File: config.mk
export PLATFORM = sky130hd
export DESIGN_NAME = sdram_burst_arbiter
export DESIGN_NICKNAME = d
export VERILOG_FILES = /design/src/rtl/sdram_arb_pkg.sv /design/src/rtl/sdram_arb_pick.sv /design/src/rtl/sdram_arb_wbuf.sv /design/src/rtl/sdram_arb_rfifo.sv /design/src/rtl/sdram_burst_arbiter.sv
export SDC_FILE = /design/constraint.sdc
export NUM_CORES = 1
export LEC_CHECK = 0
export BUFFER_PORTS_ARGS = -buffer_cell sky130_fd_sc_hd__buf_2
export CAP_MARGIN = 30
export CORE_MARGIN = 10
export CORE_UTILIZATION = 40
export DETAILED_ROUTE_END_ITERATION = 7
export PLACE_DENSITY = 0.71
export SYNTH_ARGS = -nofsm -noshare
export SYNTH_HDL_FRONTEND = slang
export SYNTH_SLANG_ARGS = --single-unit
export TNS_END_PERCENT = 30
File: constraint.sdc
create_clock -name clk -period 5.3 [get_ports clk]
set_input_delay 1.06 -clock clk [delete_from_list [all_inputs] [get_ports clk]]
set_output_delay 1.06 -clock clk [all_outputs]
set_load 0.02 [all_outputs]
File: src/rtl/sdram_arb_pkg.sv
package sdram_arb_pkg;
   typedef enum logic [2:0] {
      ST_IDLE,
      ST_WFILL,
      ST_WWAIT,
      ST_WPULSE,
      ST_WDRIVE,
      ST_RWAIT,
      ST_RPULSE,
      ST_RCOLLECT
   } arb_state_t;
endpackage

File: src/rtl/sdram_arb_pick.sv
module sdram_arb_pick #(
   parameter bit READ_FIRST = 1'b1
) (
   input  logic en,
   input  logic rd_v,
   input  logic wr_v,
   input  logic last_rd,
   output logic gnt_rd,
   output logic gnt_wr
);
   logic rd_wins_tie;

   generate
      if (READ_FIRST) begin : g_read_first
         assign rd_wins_tie = !last_rd;
      end else begin : g_write_first
         assign rd_wins_tie = 1'b0;
      end
   endgenerate

   always_comb begin
      gnt_rd = 1'b0;
      gnt_wr = 1'b0;
      if (en) begin
         if (rd_v && wr_v) begin
            gnt_rd = rd_wins_tie;
            gnt_wr = !rd_wins_tie;
         end else begin
            gnt_rd = rd_v;
            gnt_wr = wr_v;
         end
      end
   end
endmodule

File: src/rtl/sdram_arb_wbuf.sv
module sdram_arb_wbuf #(
   parameter int DATA_W = 32,
   parameter int WORDS  = 8,
   parameter int IDX_W  = 4
) (
   input  logic              clk,
   input  logic              we,
   input  logic [IDX_W-1:0]  widx,
   input  logic [DATA_W-1:0] din,
   input  logic [IDX_W-1:0]  ridx,
   output logic [DATA_W-1:0] dout
);
   logic [DATA_W-1:0] mem [WORDS];

   always_ff @(posedge clk) begin
      if (we) mem[widx] <= din;
   end

   assign dout = mem[ridx];
endmodule

File: src/rtl/sdram_arb_rfifo.sv
module sdram_arb_rfifo #(
   parameter int DATA_W = 32,
   parameter int DEPTH  = 8,
   parameter int ROOM   = 8
) (
   input  logic              clk,
   input  logic              rst,
   input  logic              push,
   input  logic [DATA_W-1:0] din,
   input  logic              pop,
   output logic [DATA_W-1:0] dout,
   output logic              not_empty,
   output logic              has_room
);
   localparam int AW = $clog2(DEPTH);
   localparam int CW = AW + 1;

   logic [DATA_W-1:0] mem [DEPTH];
   logic [AW-1:0]     wptr, rptr;
   logic [CW-1:0]     count;

   always_ff @(posedge clk) begin
      if (rst) begin
         wptr  <= '0;
         rptr  <= '0;
         count <= '0;
      end else begin
         if (push) begin
            mem[wptr] <= din;
            wptr      <= wptr + 1'b1;
         end
         if (pop) rptr <= rptr + 1'b1;
         count <= count + CW'(push) - CW'(pop);
      end
   end

   assign dout      = mem[rptr];
   assign not_empty = (count != '0);
   assign has_room  = (CW'(DEPTH) - count) >= CW'(ROOM);
endmodule

File: src/rtl/sdram_burst_arbiter.sv
module sdram_burst_arbiter
   import sdram_arb_pkg::*;
#(
   parameter int ROW_W      = 13,
   parameter int BANK_W     = 2,
   parameter int COL_W      = 9,
   parameter int ADDR_W     = ROW_W + BANK_W + COL_W,
   parameter int DATA_W     = 32,
   parameter int BURST_LEN  = 8,
   parameter int RBUF_DEPTH = 8,
   parameter bit READ_FIRST = 1'b1
) (
   input  logic              clk,
   input  logic              rst,
   input  logic              ctl_init_done,
   input  logic              ctl_idle,
   output logic              ctl_rd_req,
   output logic              ctl_wr_req,
   output logic [ADDR_W-1:0] ctl_addr,
   output logic              ctl_oe,
   output logic [DATA_W-1:0] ctl_wdata,
   input  logic [DATA_W-1:0] ctl_rdata,
   input  logic              ctl_rdata_vld,
   input  logic [ADDR_W-1:0] rd_addr,
   input  logic              rd_addr_valid,
   output logic              rd_addr_ready,
   output logic [DATA_W-1:0] rd_data,
   output logic              rd_data_valid,
   input  logic              rd_data_ready,
   input  logic [ADDR_W-1:0] wr_addr,
   input  logic              wr_addr_valid,
   output logic              wr_addr_ready,
   input  logic [DATA_W-1:0] wr_data,
   input  logic              wr_data_valid,
   output logic              wr_data_ready
);
   localparam int BEAT_W = $clog2(BURST_LEN);
   localparam logic [BEAT_W-1:0] LAST_BEAT = BEAT_W'(BURST_LEN - 1);

   generate
      if (ADDR_W != ROW_W + BANK_W + COL_W) begin : g_bad_addr
         $error("address width must equal row + bank + column widths");
      end
      if (BURST_LEN < 2 || (BURST_LEN & (BURST_LEN - 1)) != 0) begin : g_bad_burst
         $error("burst length must be a power of two of at least 2");
      end
      if (RBUF_DEPTH < BURST_LEN || (RBUF_DEPTH & (RBUF_DEPTH - 1)) != 0) begin : g_bad_depth
         $error("read buffer must be a power of two holding a full burst");
      end
   endgenerate

   arb_state_t        state;
   logic [BEAT_W-1:0] beat;
   logic [ADDR_W-1:0] addr_q;
   logic              last_rd;
   logic              gnt_rd, gnt_wr;
   logic              fill_fire, cap, rbuf_room, pop;
   logic              ctl_ready;

   sdram_arb_pick #(.READ_FIRST(READ_FIRST)) u_pick (
      .en      (state == ST_IDLE),
      .rd_v    (rd_addr_valid),
      .wr_v    (wr_addr_valid),
      .last_rd (last_rd),
      .gnt_rd  (gnt_rd),
      .gnt_wr  (gnt_wr)
   );

   assign rd_addr_ready = gnt_rd;
   assign wr_addr_ready = gnt_wr;
   assign wr_data_ready = (state == ST_WFILL);
   assign fill_fire     = wr_data_valid && wr_data_ready;
   assign cap           = ctl_rdata_vld && (state == ST_RPULSE || state == ST_RCOLLECT);
   assign pop           = rd_data_valid && rd_data_ready;
   assign ctl_ready     = ctl_init_done && ctl_idle;

   assign ctl_rd_req = (state == ST_RPULSE);
   assign ctl_wr_req = (state == ST_WPULSE);
   assign ctl_oe     = (state == ST_WPULSE) || (state == ST_WDRIVE);
   assign ctl_addr   = addr_q;

   sdram_arb_wbuf #(.DATA_W(DATA_W), .WORDS(BURST_LEN), .IDX_W(BEAT_W)) u_wbuf (
      .clk  (clk),
      .we   (fill_fire),
      .widx (beat),
      .din  (wr_data),
      .ridx ((state == ST_WDRIVE) ? beat : '0),
      .dout (ctl_wdata)
   );

   sdram_arb_rfifo #(.DATA_W(DATA_W), .DEPTH(RBUF_DEPTH), .ROOM(BURST_LEN)) u_rbuf (
      .clk       (clk),
      .rst       (rst),
      .push      (cap),
      .din       (ctl_rdata),
      .pop       (pop),
      .dout      (rd_data),
      .not_empty (rd_data_valid),
      .has_room  (rbuf_room)
   );

   always_ff @(posedge clk) begin
      if (rst) begin
         state   <= ST_IDLE;
         beat    <= '0;
         addr_q  <= '0;
         last_rd <= 1'b0;
      end else begin
         unique case (state)
            ST_IDLE: begin
               beat <= '0;
               if (gnt_wr) begin
                  addr_q  <= wr_addr;
                  last_rd <= 1'b0;
                  state   <= ST_WFILL;
               end else if (gnt_rd) begin
                  addr_q  <= rd_addr;
                  last_rd <= 1'b1;
                  state   <= ST_RWAIT;
               end
            end
            ST_WFILL: if (fill_fire) begin
               beat <= beat + 1'b1;
               if (beat == LAST_BEAT) state <= ST_WWAIT;
            end
            ST_WWAIT:  if (ctl_ready) state <= ST_WPULSE;
            ST_WPULSE: begin
               beat  <= BEAT_W'(1);
               state <= ST_WDRIVE;
            end
            ST_WDRIVE: begin
               beat <= beat + 1'b1;
               if (beat == LAST_BEAT) state <= ST_IDLE;
            end
            ST_RWAIT: if (ctl_ready && rbuf_room) state <= ST_RPULSE;
            ST_RPULSE: begin
               if (cap) beat <= beat + 1'b1;
               state <= ST_RCOLLECT;
            end
            ST_RCOLLECT: if (cap) begin
               beat <= beat + 1'b1;
               if (beat == LAST_BEAT) state <= ST_IDLE;
            end
            default: state <= ST_IDLE;
         endcase
      end
   end
endmodule

# Yosys cells after proc, flatten, opt, wreduce, memory -nomap -nowiden
# Memory sizes are Yosys's and may differ from the RTL's. A register that Yosys moved wholly into a read port is not among the register bits.
# Index checks and enable logic that the tools add are counted.
[word_totals]
ramBits = 512
out_inout_bits = 95
reg_bits = 41
mem_count = 2
[op_classes]
n_eq_ne = 15
add_sub_neg = 6
magnitude_cmp = 1
reduce_logical = 17
mux = 28
[memory_table]
columns = ["memory", "words", "width", "read_ports", "rd_ports_with_merged_regs", "write_ports", "line_no", "source"]
rows = [
  ["u_rbuf.mem", 8, 32, 1, 1, 1, "sdram_arb_rfifo.sv:18", "logic [DATA_W-1:0] mem [DEPTH];"],
  ["u_wbuf.mem", 8, 32, 1, 0, 1, "sdram_arb_wbuf.sv:13", "logic [DATA_W-1:0] mem [WORDS];"],
]
[ops]
columns = ["cell", "count"]
rows = [
  ["2-to-1 mux 24 bit", 2],
  ["2-to-1 mux 3 bit", 13],
  ["case mux 3 bit (8 select lines)", 1],
  ["== test 3 bit (second input constant)", 5],
  ["case mux 3 bit (5 select lines)", 1],
  ["2-to-1 mux 1 bit", 11],
  ["adder 3 x 1 -> 3 bit (second input constant)", 3],
  ["!= test 2 x 1 -> 1 bit (second input constant)", 4],
  ["== test 3 x 2 -> 1 bit (second input constant)", 2],
  ["logical AND 1 bit", 6],
  ["AND reduction 6 bit", 1],
  ["nonzero test 5 bit", 1],
  ["adder 4 x 1 -> 4 bit", 1],
  [">= comparator 4 bit (second input constant)", 1],
  ["!= test 2 bit (second input constant)", 2],
  ["nonzero test 4 bit", 1],
  ["subtractor 4 x 1 -> 4 bit", 1],
  ["subtractor 4 bit (first input constant)", 1],
  ["== test 3 x 1 -> 1 bit (second input constant)", 1],
  ["logical NOT 3 bit", 1],
  ["!= test 3 bit (second input constant)", 1],
  ["AND reduction 3 bit", 1],
  ["logical OR 1 bit", 2],
  ["AND reduction 2 bit", 1],
  ["other kinds (3)", 3],
]

# Logic depth before layout (Yosys ltp)
[depth]
ltp_word = 6
ltp_mapped = 12
depth_no_buf = 12

# Cells and area by module
# A second synthesis with hierarchy kept.
[unflattened]
cells_unflattened = 1006
area_unflattened_um2 = 21858.5
[by_module_without_submodules]
columns = ["mod", "cells_each", "area_each_um2", "instances"]
rows = [
  ["sdram_arb_rfifo", 440, 10405.0, 1],
  ["sdram_arb_wbuf", 383, 9825.7, 1],
  ["sdram_burst_arbiter", 178, 1606.5, 1],
  ["sdram_arb_pick", 5, 21.3, 1],
]

# Worst setup path before layout
# No wires, ideal clock.
[synth_path]
path_type = "input-to-reg"
startpoint = "in ctl_rdata_vld"
endpoint = "mem u_rbuf.mem[0][0] (enable)"
t_arrival_ns = 4.540
slack_ns = 0.258
setup_time_ns = 0.501
cell_stages = 4
path_cell_list = "and3_1 -> buf_2 -> nand2b_1 -> nor4_1"
[synth_between]
elab_chain_cells = 4
[synth_lines]
columns = ["item", "line_no", "source"]
rows = [
  ["start, declared", "sdram_burst_arbiter.sv:23", "input logic ctl_rdata_vld,"],
  ["logical AND 1 bit", "sdram_burst_arbiter.sv:73", "assign cap = ctl_rdata_vld && (state == ST_RPULSE || state == ST_RCOLLECT);"],
  ["2-to-1 mux 1 bit", "sdram_arb_rfifo.sv:28", "if (push) begin"],
  ["2-to-1 mux 1 bit", "sdram_arb_rfifo.sv:23", "if (rst) begin"],
  ["2-to-1 mux 1 bit (implied by the code)", "sdram_arb_rfifo.sv:29", "mem[wptr] <= din;"],
  ["end, declared", "sdram_arb_rfifo.sv:18", ""],
]
# No other way between the ends.

# Worst setup path after layout
[layout_path]
startpoint = "reg state[1]"
endpoint = "out ctl_wdata[31]"
[layout_between]
elab_chain_cells = 3
[layout_lines]
columns = ["item", "line_no", "source"]
rows = [
  ["start, declared", "sdram_burst_arbiter.sv:52", "arb_state_t state;"],
  ["start signal, assigned", "sdram_burst_arbiter.sv:104", "state <= ST_IDLE;"],
  ["start signal, assigned", "sdram_burst_arbiter.sv:115", "state <= ST_WFILL;"],
  ["start signal, assigned", "sdram_burst_arbiter.sv:119", "state <= ST_RWAIT;"],
  ["== test 3 bit", "sdram_burst_arbiter.sv:87", ".ridx ((state == ST_WDRIVE) ? beat : '0),"],
  ["2-to-1 mux 3 bit", "sdram_burst_arbiter.sv:87", ""],
  ["memory read (8 x 32 bit)", "-", ""],
  ["end, declared", "sdram_burst_arbiter.sv:21", "output logic [DATA_W-1:0] ctl_wdata,"],
]
# No other way between the ends.

==> key figures <==
Floorplan
  – Die area: 63990 sq um
  – Core area: 53810 sq um
  – Die X-Extent: 253.0 microns
  – I/O Pins: 216
  – FP Rows: 85
  – Initial Util: 40.34%
  – Die H: 253.0 microns

Timing
  – Crit path time final: 4.658 ns
  – Final setup violation count: 0
  – Setup slack after layout: 0.6425 ns
  – Unrepaired setup endpoints after global routing: false
  – Peak Freq: 214.7 MHz
  – Slew HR: 35.77%
  – Skew final: 0.01449 ns
  – Actual slew at the worst max-slew pin: 0.9613 ns
  – Fin. Hold Viols: 0
  – Setup TNS: 0 ns
  – Final period util: 87.88%
  – Max-slew violation count: 0

Cells and area
  – Fin nets: 1548
  – Post-route core utilization: 47.82%
  – Share of cells above drive strength 1: 33.65%
  – Final instance area: 25730 sq um
  – P&R area growth vs syn: 18.54%
  – FILL cells: 4499

Setup path
  – FF-to-FF Start: beat[0]
  – WP data arrival: 3.60 ns
  – Worst stage delay on the critical path: 0.88 ns
  – Slowest CP cell: nor2b_4
  – Top delay family on crit path: simple AND/OR/NAND/NOR gates
  – Worst setup EP type: primary output
  – Startpoint Class: register
  – CP Cell Sequence: nor2_2, and3_2, nor2b_4, buf_4, a221oi_1, buf_2
  – Crit path from: state[1]
  – Buf/Inv on CP: 2
  – CP required: 4.24 ns
  – Crit Path Class: reg2out
  – CP Max Fanout: 34

Logic synthesis
  – Synth area leader: edfxtp_1
  – Unique masters post-synth: 47
  – Post-synthesis compound-gate area fraction: 6.594%
  – Synthesized Nets: 1321
  – Largest family of logic cells by synthesized area: multiplexers
  – Sequential area share after synthesis: 74.88%
  – Largest cells by area after synthesis: edfxtp_1, mux4_2, dfxtp_1
  – Top cell type's share of synthesized area: 70.82%
  – Mapped Area: 21710 sq um
  – Commonest register cell after synthesis: edfxtp_1
  – Synth Area in Adders: 0.6686%
  – FFs w/ async S/R, synth: 0%
  – Gate Count Post-Synth: 1189
  – Post-Synth Simple-Gate Area: 4.329%
  – Syn_area_per_cell: 18.26 sq um
  – Mux contribution to synthesized area: 11.30%
  – Warnings, synthesis: 0
  – Synth Area in XOR/XNOR: 0.3228%
  – Seq cells post-synth: 556
  – Number of synthesized flops with an enable pin: 512

Clock tree
  – CTS tree: done
  – Hold_buf cts: 0
  – CTS root buf: clkbuf_16
  – Bufs on Longest Clock Path: 3
  – Clk_lat worst skew: 0.61 ns
  – Clk sinks: 556
  – Post_cts resized: 0
  – Post-CTS setup buffers: 0
  – Htree depth: 2
  – Clock Pin Slew Worst Setup and Hold Paths: 0.06 ns
  – CTS Buf Count: 57

Worst hold path
  – Hold/Removal Path Class: reg2reg
  – Min-delay src: u_rbuf.rptr[1]

Global routing
  – All-layer global routing usage: 14.81%
  – Number of global-route vias before repair: 12040
  – First-pass GRT wire length: 72650 microns
  – Initial antenna violation count: 12
  – Gr ovfl total: 0
  – Largest net degree at the start of global routing: 70

Placement
  – Final HPWL DP: 30010 microns
  – RD Place Congestion: 0.7694
  – Placed Area: 23740 sq um
  – Pre-CTS setup slack: 1.231 ns
  – Port Buffers: 215

Route
  – Initial DRC count: 852
  – 1st-pass router iterations: 5
  – Drt wl/cell: 22.36 microns
  – Routed vias/inst: 5.391
  – DR DRC count: 0
  – Via count: 11650
  – Final WL: 48290 microns
  – Antenna viol nets, final: 0

Job
  – Maxcap violations: 0

Pwr
  – Pwr Total: 11.25 mW
  – Power Dens Cells: 437.3 nW/um^2
  – Peak VDD IR: 0.3986 mV
  – Pleak: 8.603 nW

Run status
  – Status: finished, final reports clean
==> per-layer routing <==
| layer | wire length (microns) | track usage [%] | vias to the layer above |
|---|---|---|---|
| li1 | - | - | 5266 |
| met2 | 24090 | 25.08 | 349 |
| met5 | 111 | 0 | - |
| met1 | 19450 | 18.09 | 5927 |
| met3 | 3670 | 4.316 | 83 |
| met4 | 973 | 4.301 | 20 |
==> cells by family after synthesis <==
kind of cell | Yosys count
DFF | 556
muxes | 161
buffers and inverters | 90
and+or+nand+nor | 220
adders and majority gates | 11
AOI/OAI and AO/OA | 143
xor gates and xnor gates | 8
==> final timing paths <==
check / to / slack, ns / depth (start not counted)
worst max-delay path: ctl_wdata[31] / 0.64 / 6
worst min-delay path: register / 0.49 / 2
worst max register to register: u_wbuf.mem[1][18] / 2.29 / 4
worst min register to register: register / 0.49 / 2
==> power breakdown <==
part	switching, mW	total [mW]	internal [mW]
sequential	0.187	5.14	4.95
clock	1.64	4.14	2.50
combinational	1.12	1.98	0.856
==> flip-flops by register name, indices dropped and copies added, names as in the netlist, named ones only <==
signal,cells
beat,3
last_rd,1
u_rbuf.mem,256
u_rbuf.rptr,3
u_rbuf.wptr,3
state,3
u_wbuf.mem,256
ctl_addr,24
u_rbuf.count,4
==> metrics by stage <==
step           hold slack, ns  std cells
3_5_place_dp           0.4745       2052
5_1_grt                0.5180       2159
2_1_floorplan          0.4541       1189
6_report               0.4876       2160
4_1_cts                0.4871       2157
3_3_place_gp           0.4640       2050
==> cells in the mapped netlist, types with 5 or more instances <==
library cell  number
o221ai_1          32
mux4_2            64
a311oi_1          24
o311a_1           32
buf_4              8
a221oi_2          31
ha_1              10
dfxtp_1           44
inv_1             11
clkbuf_1          32
nand2b_1           5
nor2b_1            5
nand2_1           65
mux2_2            32
a21oi_1           11
edfxtp_1         512
and3_1             5
nor2_1           115
nand3b_1           5
buf_2             34
mux2i_1           65
==> worst register-to-register path, delay by kind of cell, from the launching register on <==
| kind | cells | cell delay [ns] |
|---|---|---|
| DFF | 1 | 0.35 |
| buffers and inverters | 2 | 1.13 |
| and+or+nand+nor | 2 | 1.17 |
==> area by class of cell <==
class / count / area (sq um) / area share [%]
timing repair buffer: 246 / 1391 / 5.407
clock inverter: 35 / 425.4 / 1.653
clock buffer: 70 / 1538 / 5.976
multi-input combinational: 543 / 5195 / 20.19
sequential: 556 / 16260 / 63.20
antenna: 2 / 5.005 / 0.01945
tap: 696 / 870.8 / 3.384
inverter: 12 / 45.04 / 0.1750
==> cells in the final DEF (no fill, tap or decap), drive strengths merged, types with 6 or more instances in the layout <==
| master | count |
|---|---|
| a21oi | 11 |
| mux4 | 64 |
| o311a | 32 |
| nor2 | 116 |
| mux2 | 32 |
| o221ai | 32 |
| ha | 10 |
| clkinvlp | 6 |
| a221oi | 32 |
| inv | 17 |
| bufinv | 9 |
| edfxtp | 512 |
| clkbuf | 70 |
| nand2 | 65 |
| dfxtp | 44 |
| a311oi | 24 |
| mux2i | 65 |
| clkinv | 15 |
| buf | 246 |
(Power assumes the default switching activity.)
